===== config.mk =====
export PLATFORM = sky130hd
export DESIGN_NAME = iotlb_inv_reg
export DESIGN_NICKNAME = d
export VERILOG_FILES = /design/src/rtl/iotlb_inv_pkg.sv /design/src/rtl/iotlb_wr_decode.sv /design/src/rtl/iotlb_seq.sv /design/src/rtl/iotlb_fields.sv /design/src/rtl/iotlb_inv_reg.sv
export SDC_FILE = /design/constraint.sdc
export NUM_CORES = 1
export LEC_CHECK = 0
export ABC_AREA = 0
export BUFFER_PORTS_ARGS = -buffer_cell sky130_fd_sc_hd__buf_2
export CAP_MARGIN = 20
export CORE_MARGIN = 3
export CORE_UTILIZATION = 32
export CTS_CLUSTER_SIZE = 40
export DETAILED_ROUTE_END_ITERATION = 12
export PLACE_DENSITY = 0.94
export SLEW_MARGIN = 20
export SYNTH_ARGS = -nofsm -noshare
export SYNTH_HDL_FRONTEND = slang
export SYNTH_HIERARCHICAL = 1
export SYNTH_SLANG_ARGS = --single-unit

===== constraint.sdc =====
create_clock -name clk_i -period 3.4 [get_ports clk_i]
set_input_delay 0.17 -clock clk_i [delete_from_list [all_inputs] [get_ports clk_i]]
set_output_delay 0.17 -clock clk_i [all_outputs]
set_load 0.05 [all_outputs]

===== src/rtl/iotlb_inv_pkg.sv =====
package iotlb_inv_pkg;
  localparam int unsigned REG_W   = 64;
  localparam int unsigned GRAN_W  = 2;
  localparam int unsigned BE_W    = REG_W / 8;
  localparam int unsigned REQ_BIT = REG_W - 1;
  localparam int unsigned ERR_BIT = REG_W - 2;
  localparam int unsigned ACT_LSB = 57;
  localparam int unsigned RQG_LSB = 4;
  localparam int unsigned RQG_BYTE = RQG_LSB / 8;
  localparam int unsigned TOP_BYTE = BE_W - 1;

  typedef enum logic [1:0] {
    ST_IDLE  = 2'd0,
    ST_FLUSH = 2'd1,
    ST_INVAL = 2'd2,
    ST_CMPL  = 2'd3
  } seq_st_e;
endpackage


===== src/rtl/iotlb_wr_decode.sv =====
module iotlb_wr_decode
  import iotlb_inv_pkg::*;
#(
  parameter int unsigned GW  = GRAN_W,
  parameter int unsigned BEW = BE_W
) (
  input  logic          wr_en_i,
  input  logic [BEW-1:0] wr_be_i,
  input  logic          req_bit_i,
  input  logic [GW-1:0] gran_bits_i,
  input  logic          busy_i,
  input  logic          ctx_pend_i,
  output logic          start_o,
  output logic          err_set_o,
  output logic          gran_we_o,
  output logic [GW-1:0] gran_wd_o
);
  logic req_wr;

  // a request write needs the top byte lane and an idle sequencer
  assign req_wr    = wr_en_i & wr_be_i[TOP_BYTE] & req_bit_i & ~busy_i;
  assign start_o   = req_wr & ~ctx_pend_i;
  assign err_set_o = req_wr & ctx_pend_i;
  assign gran_we_o = wr_en_i & wr_be_i[RQG_BYTE] & ~busy_i;
  assign gran_wd_o = gran_bits_i;
endmodule


===== src/rtl/iotlb_seq.sv =====
module iotlb_seq
  import iotlb_inv_pkg::*;
#(
  parameter int unsigned GW = GRAN_W
) (
  input  logic          clk_i,
  input  logic          rst_ni,
  input  logic          start_i,
  input  logic          wbf_cap_i,
  input  logic          flush_ack_i,
  input  logic          inv_done_i,
  input  logic [GW-1:0] done_gran_i,
  output logic          busy_o,
  output logic          flush_req_o,
  output logic          inv_req_o,
  output logic          cmpl_o,
  output logic [GW-1:0] act_gran_o
);
  seq_st_e st_q, st_d;
  logic [GW-1:0] cap_q;

  always_comb begin
    st_d = st_q;
    unique case (st_q)
      ST_IDLE:  if (start_i) st_d = wbf_cap_i ? ST_FLUSH : ST_INVAL;
      ST_FLUSH: if (flush_ack_i) st_d = ST_INVAL;
      ST_INVAL: if (inv_done_i) st_d = ST_CMPL;
      ST_CMPL:  st_d = ST_IDLE;
      default:  st_d = ST_IDLE;
    endcase
  end

  always_ff @(posedge clk_i or negedge rst_ni) begin
    if (!rst_ni) begin
      st_q  <= ST_IDLE;
      cap_q <= '0;
    end else begin
      st_q <= st_d;
      if (st_q == ST_INVAL && inv_done_i) cap_q <= done_gran_i;
    end
  end

  assign busy_o      = (st_q != ST_IDLE);
  assign flush_req_o = (st_q == ST_FLUSH);
  assign inv_req_o   = (st_q == ST_INVAL);
  assign cmpl_o      = (st_q == ST_CMPL);
  assign act_gran_o  = cap_q;
endmodule


===== src/rtl/iotlb_fields.sv =====
module iotlb_fields
  import iotlb_inv_pkg::*;
#(
  parameter int unsigned RW = REG_W,
  parameter int unsigned GW = GRAN_W
) (
  input  logic          clk_i,
  input  logic          rst_ni,
  input  logic          start_i,
  input  logic          err_set_i,
  input  logic          gran_we_i,
  input  logic [GW-1:0] gran_wd_i,
  input  logic          cmpl_i,
  input  logic [GW-1:0] act_gran_i,
  output logic [RW-1:0] rd_data_o,
  output logic [GW-1:0] req_gran_o,
  output logic          err_o
);
  logic          req_q, err_q;
  logic [GW-1:0] act_q, rqg_q;

  always_ff @(posedge clk_i or negedge rst_ni) begin
    if (!rst_ni) begin
      req_q <= 1'b0;
      err_q <= 1'b0;
      act_q <= '0;
      rqg_q <= '0;
    end else begin
      if (start_i)        req_q <= 1'b1;
      else if (cmpl_i)    req_q <= 1'b0;
      if (err_set_i)      err_q <= 1'b1;
      if (cmpl_i)         act_q <= act_gran_i;
      if (gran_we_i)      rqg_q <= gran_wd_i;
    end
  end

  always_comb begin
    rd_data_o = '0;
    rd_data_o[REQ_BIT] = req_q;
    rd_data_o[ERR_BIT] = err_q;
    rd_data_o[ACT_LSB +: GW] = act_q;
    rd_data_o[RQG_LSB +: GW] = rqg_q;
  end

  assign req_gran_o = rqg_q;
  assign err_o      = err_q;
endmodule


===== src/rtl/iotlb_inv_reg.sv =====
module iotlb_inv_reg
  import iotlb_inv_pkg::*;
#(
  parameter int unsigned RW = REG_W,
  parameter int unsigned GW = GRAN_W,
  localparam int unsigned BEW = RW / 8
) (
  input  logic          clk_i,
  input  logic          rst_ni,
  input  logic          wr_en_i,
  input  logic [BEW-1:0] wr_be_i,
  input  logic [RW-1:0] wr_data_i,
  output logic [RW-1:0] rd_data_o,
  input  logic          wbf_cap_i,
  input  logic          ctx_pend_i,
  output logic          flush_req_o,
  input  logic          flush_ack_i,
  output logic          inv_req_o,
  output logic [GW-1:0] inv_gran_o,
  input  logic          inv_done_i,
  input  logic [GW-1:0] inv_gran_done_i,
  output logic          err_o
);
  logic          start, err_set, gran_we, busy, cmpl;
  logic [GW-1:0] gran_wd, act_gran;

  iotlb_wr_decode #(.GW(GW), .BEW(BEW)) i_dec (
    .wr_en_i     (wr_en_i),
    .wr_be_i     (wr_be_i),
    .req_bit_i   (wr_data_i[RW-1]),
    .gran_bits_i (wr_data_i[RQG_LSB +: GW]),
    .busy_i      (busy),
    .ctx_pend_i  (ctx_pend_i),
    .start_o     (start),
    .err_set_o   (err_set),
    .gran_we_o   (gran_we),
    .gran_wd_o   (gran_wd)
  );

  iotlb_seq #(.GW(GW)) i_seq (
    .clk_i       (clk_i),
    .rst_ni      (rst_ni),
    .start_i     (start),
    .wbf_cap_i   (wbf_cap_i),
    .flush_ack_i (flush_ack_i),
    .inv_done_i  (inv_done_i),
    .done_gran_i (inv_gran_done_i),
    .busy_o      (busy),
    .flush_req_o (flush_req_o),
    .inv_req_o   (inv_req_o),
    .cmpl_o      (cmpl),
    .act_gran_o  (act_gran)
  );

  iotlb_fields #(.RW(RW), .GW(GW)) i_fld (
    .clk_i      (clk_i),
    .rst_ni     (rst_ni),
    .start_i    (start),
    .err_set_i  (err_set),
    .gran_we_i  (gran_we),
    .gran_wd_i  (gran_wd),
    .cmpl_i     (cmpl),
    .act_gran_i (act_gran),
    .rd_data_o  (rd_data_o),
    .req_gran_o (inv_gran_o),
    .err_o      (err_o)
  );
endmodule


==> flow_summary.yaml <==
sta:
  maxSlewHeadroom: 0.6656
  final-hold-violation-count: 0
  finalSetupViolations: 0
  tightest_slew_ns: 0.5017
  period_needed_ns: 1.957
  min_period_over_period: 0.5755
  skew_ns: 0.001027
  max_freq_mhz: 511.1
  setup_tns_ns: 0
  rsz0062_at_grt: "false"
  maxSlewViolCount: 0
drt:
  vias: 545
  wl_per_cell_um: 8.491
  drcViolationCount: 0
  drtPass1Iterations: 4
  routed_via_density: 3.187
  initialDrtViolationCount: 8
  routed_wl_um: 1452
  ant_nets: 0
worst_setup_path:
  crit_path_start: "i_seq/st_q[1]$_DFFE_PN0P_"
  rr_worst_depth: 8
  worstPathArrival_ns: 2.14
  crit_top_cell: "inv_1"
  worst-path-stages: 8
  cp_num_buf_inv: 3
  timing.critical_path.cells: "inv_1 > ha_1 > inv_1 > nand4b_1 > nor2_1 > inv_1 > a222oi_1 > mux2i_1"
  cp_top_family: "compound AO/OA/AOI/OAI gates"
  cp_max_fo: 4
  r2r_start: "i_seq/st_q[1]$_DFFE_PN0P_"
  required_ns: 3.59
  endpoint_kind: "register"
  critPathMaxStageDelay_ns: 0.43
  crit_type: "reg -> reg"
  cp_slowest_cell: "a222oi_1"
  crit_path_start_kind: "register"
cts:
  cts-resized-gates: 0
  root_buffer: "clkbuf_4"
  clock_path_buffers: 2
  clk_latency_ns: 0.26
  cts_tree: "built"
  path_clk_slew_ns: 0.06
  cts_made_buffers: 3
  cts_max_level: 1
  cts_num_sinks: 10
global_routing:
  grt_overflow: 0
  grt_pass1_vias: 479
  grtUsageTotal: 0.07352
  grt_max_degree: 11
  grt_pass1_wl_um: 1980
  antenna_found_initial: 0
synth:
  yosys_warnings: 6
  ys_seq_area_frac: 0.2503
  post_synth.cell_area_avg_um2: 9.343
  syn_inst: 107
  synthXorXnorAreaFrac: 0
  ys_types: 16
  ys_seq_elements: 10
  synthMuxAreaShare: 0.1151
  synthAdderAreaFrac: 0.06258
  synth_simple_gate_area_frac: 0.03630
  synth_top_family_by_area: "buffers and inverters"
  synth_compound_area_frac: 0.01752
  syn_area_um2: 999.7
job:
  cap_viol_max_count: 0
power_and_ir_drop:
  ir_worst_vdd_uv: 482.2
  power.density_nw_per_um2: 1027
  power_uw: 977.7
  p_leak_uw: 0.0005870
die:
  io-pin-count: 150
  fp.dieW_um: 61.90
  die_h_um: 61.90
  rows: 19
  core_um2: 2877
  initial_core_util: 0.3475
  dieArea_um2: 3831
placed_design:
  io_buffers: 24
  place_area_um2: 905.9
  gp_congestion: 0.7872
  dp_hpwl_um: 1335
min_path:
  hold_depth: 2
  hp-start: "wr_data_i[4]"
  hold_path.class: "in -> reg"
layout:
  layout.nets: 216
  drive_gt1_frac: 0.2636
  area_growth_pct: -4.756
  fill_cells: 310
  diodes: 0
  fin_area_um2: 952.2
status:
  status: "completed"
[power breakdown]
| group | switching (µW) | leakage [µW] | internal, µW |
|---|---|---|---|
| clock network | 41.2 | 0.0000210 | 65.1 |
| logic | 492 | 0.000447 | 161 |
| registers | 37.1 | 0.000119 | 181 |
[cell usage after synthesis]
cell	number	share of area
a21o_1	1	0.0075
a222oi_1	1	0.010
and3b_2	1	0.010
buf_4	64	0.48
conb_1	1	0.0038
dfrtp_1	10	0.25
ha_1	5	0.063
inv_1	9	0.034
mux2_1	2	0.023
mux2_2	2	0.023
mux2_4	2	0.030
mux2i_1	4	0.040
nand2_1	1	0.0038
nand4b_1	1	0.0088
nor2_1	2	0.0075
or2_2	1	0.0063
[routing by layer]
layer / routed length [µm] / share of wire / vias up / track usage
met3: 242 / 0.17 / 0 / 0.05165
met1: 481 / 0.33 / 239 / 0.06875
met4: 0 / 0 / 0 / 0.01818
li1: - / - / 254 / -
met5: 0 / 0 / - / 0
met2: 729 / 0.50 / 52 / 0.1300
[per-stage QoR]
step                      instances  hold slack, ns    util  setup slack (ns)
after global routing            171          0.1218  0.3310             1.305
after detailed placement        166         0.03730  0.3149             1.461
final                           171          0.1231  0.3310             1.443
after CTS                       171          0.1161  0.3310             1.450
after global placement          166         0.03479  0.3149             1.562
after floorplan                 164         -0.1256       -             1.698
[sequential cells by signal (all words and copies together), names as in the netlist]
register and cells:
i_fld/act_q 2, i_fld/err_o 1, i_fld/req_gran_o 2, i_fld/req_q 1
i_seq/act_gran_o 2, i_seq/st_q 2
[timing repair]
| action | 4_1_cts | 5_1_grt |
|---|---|---|
| setup buffers | 0 | 0 |
| hold buffers | 1 | 0 |
| endpoints found under the hold margin | 10 | 0 |
[cell families (layout without fill, tap and decap cells)]
| group | Yosys count | after routing |
|---|---|---|
| compound gates | 2 | 2 |
| buf+inv | 73 | 38 |
| other cells | 1 | 58 |
| flops | 10 | 10 |
| simple gates | 6 | 6 |
| fa+ha+maj | 5 | 5 |
| mux | 10 | 10 |
[placed cells by master (no fill, tap or decap), types with 2 or more instances in the layout]
cell type / n
buf_2: 24
clkbuf_4: 3
conb_1: 58
dfrtp_1: 10
ha_1: 5
inv_1: 9
mux2_1: 2
mux2_2: 2
mux2_4: 2
mux2i_1: 4
nor2_1: 2
[layout make-up]
cell class / instances / area [µm²] / share of cell area
multi-input cells: 81 / 449.2 / 0.4717
flip-flops and latches: 10 / 250.2 / 0.2628
repair buffers: 25 / 130.1 / 0.1367
well taps: 42 / 52.55 / 0.05519
clock buffers: 4 / 36.28 / 0.03811
inverters: 9 / 33.78 / 0.03548
[path summary, 6_finish.rpt]
path | end | slack, ns
worst min register to register | i_fld/req_q$_DFFE_PN0P_ | 0.48
min in group asynchronous | i_seq/st_q[1]$_DFFE_PN0P_ | 0.29
worst max register to register | i_seq/st_q[0]$_DFFE_PN0P_ | 1.44
worst max-delay path | i_seq/st_q[0]$_DFFE_PN0P_ | 1.44
worst min-delay path | i_fld/req_gran_o[0]$_DFFE_PN0P_ | 0.12
max in group asynchronous | i_fld/req_gran_o[0]$_DFFE_PN0P_ | 2.93
Power figures use the tool's default switching activity.
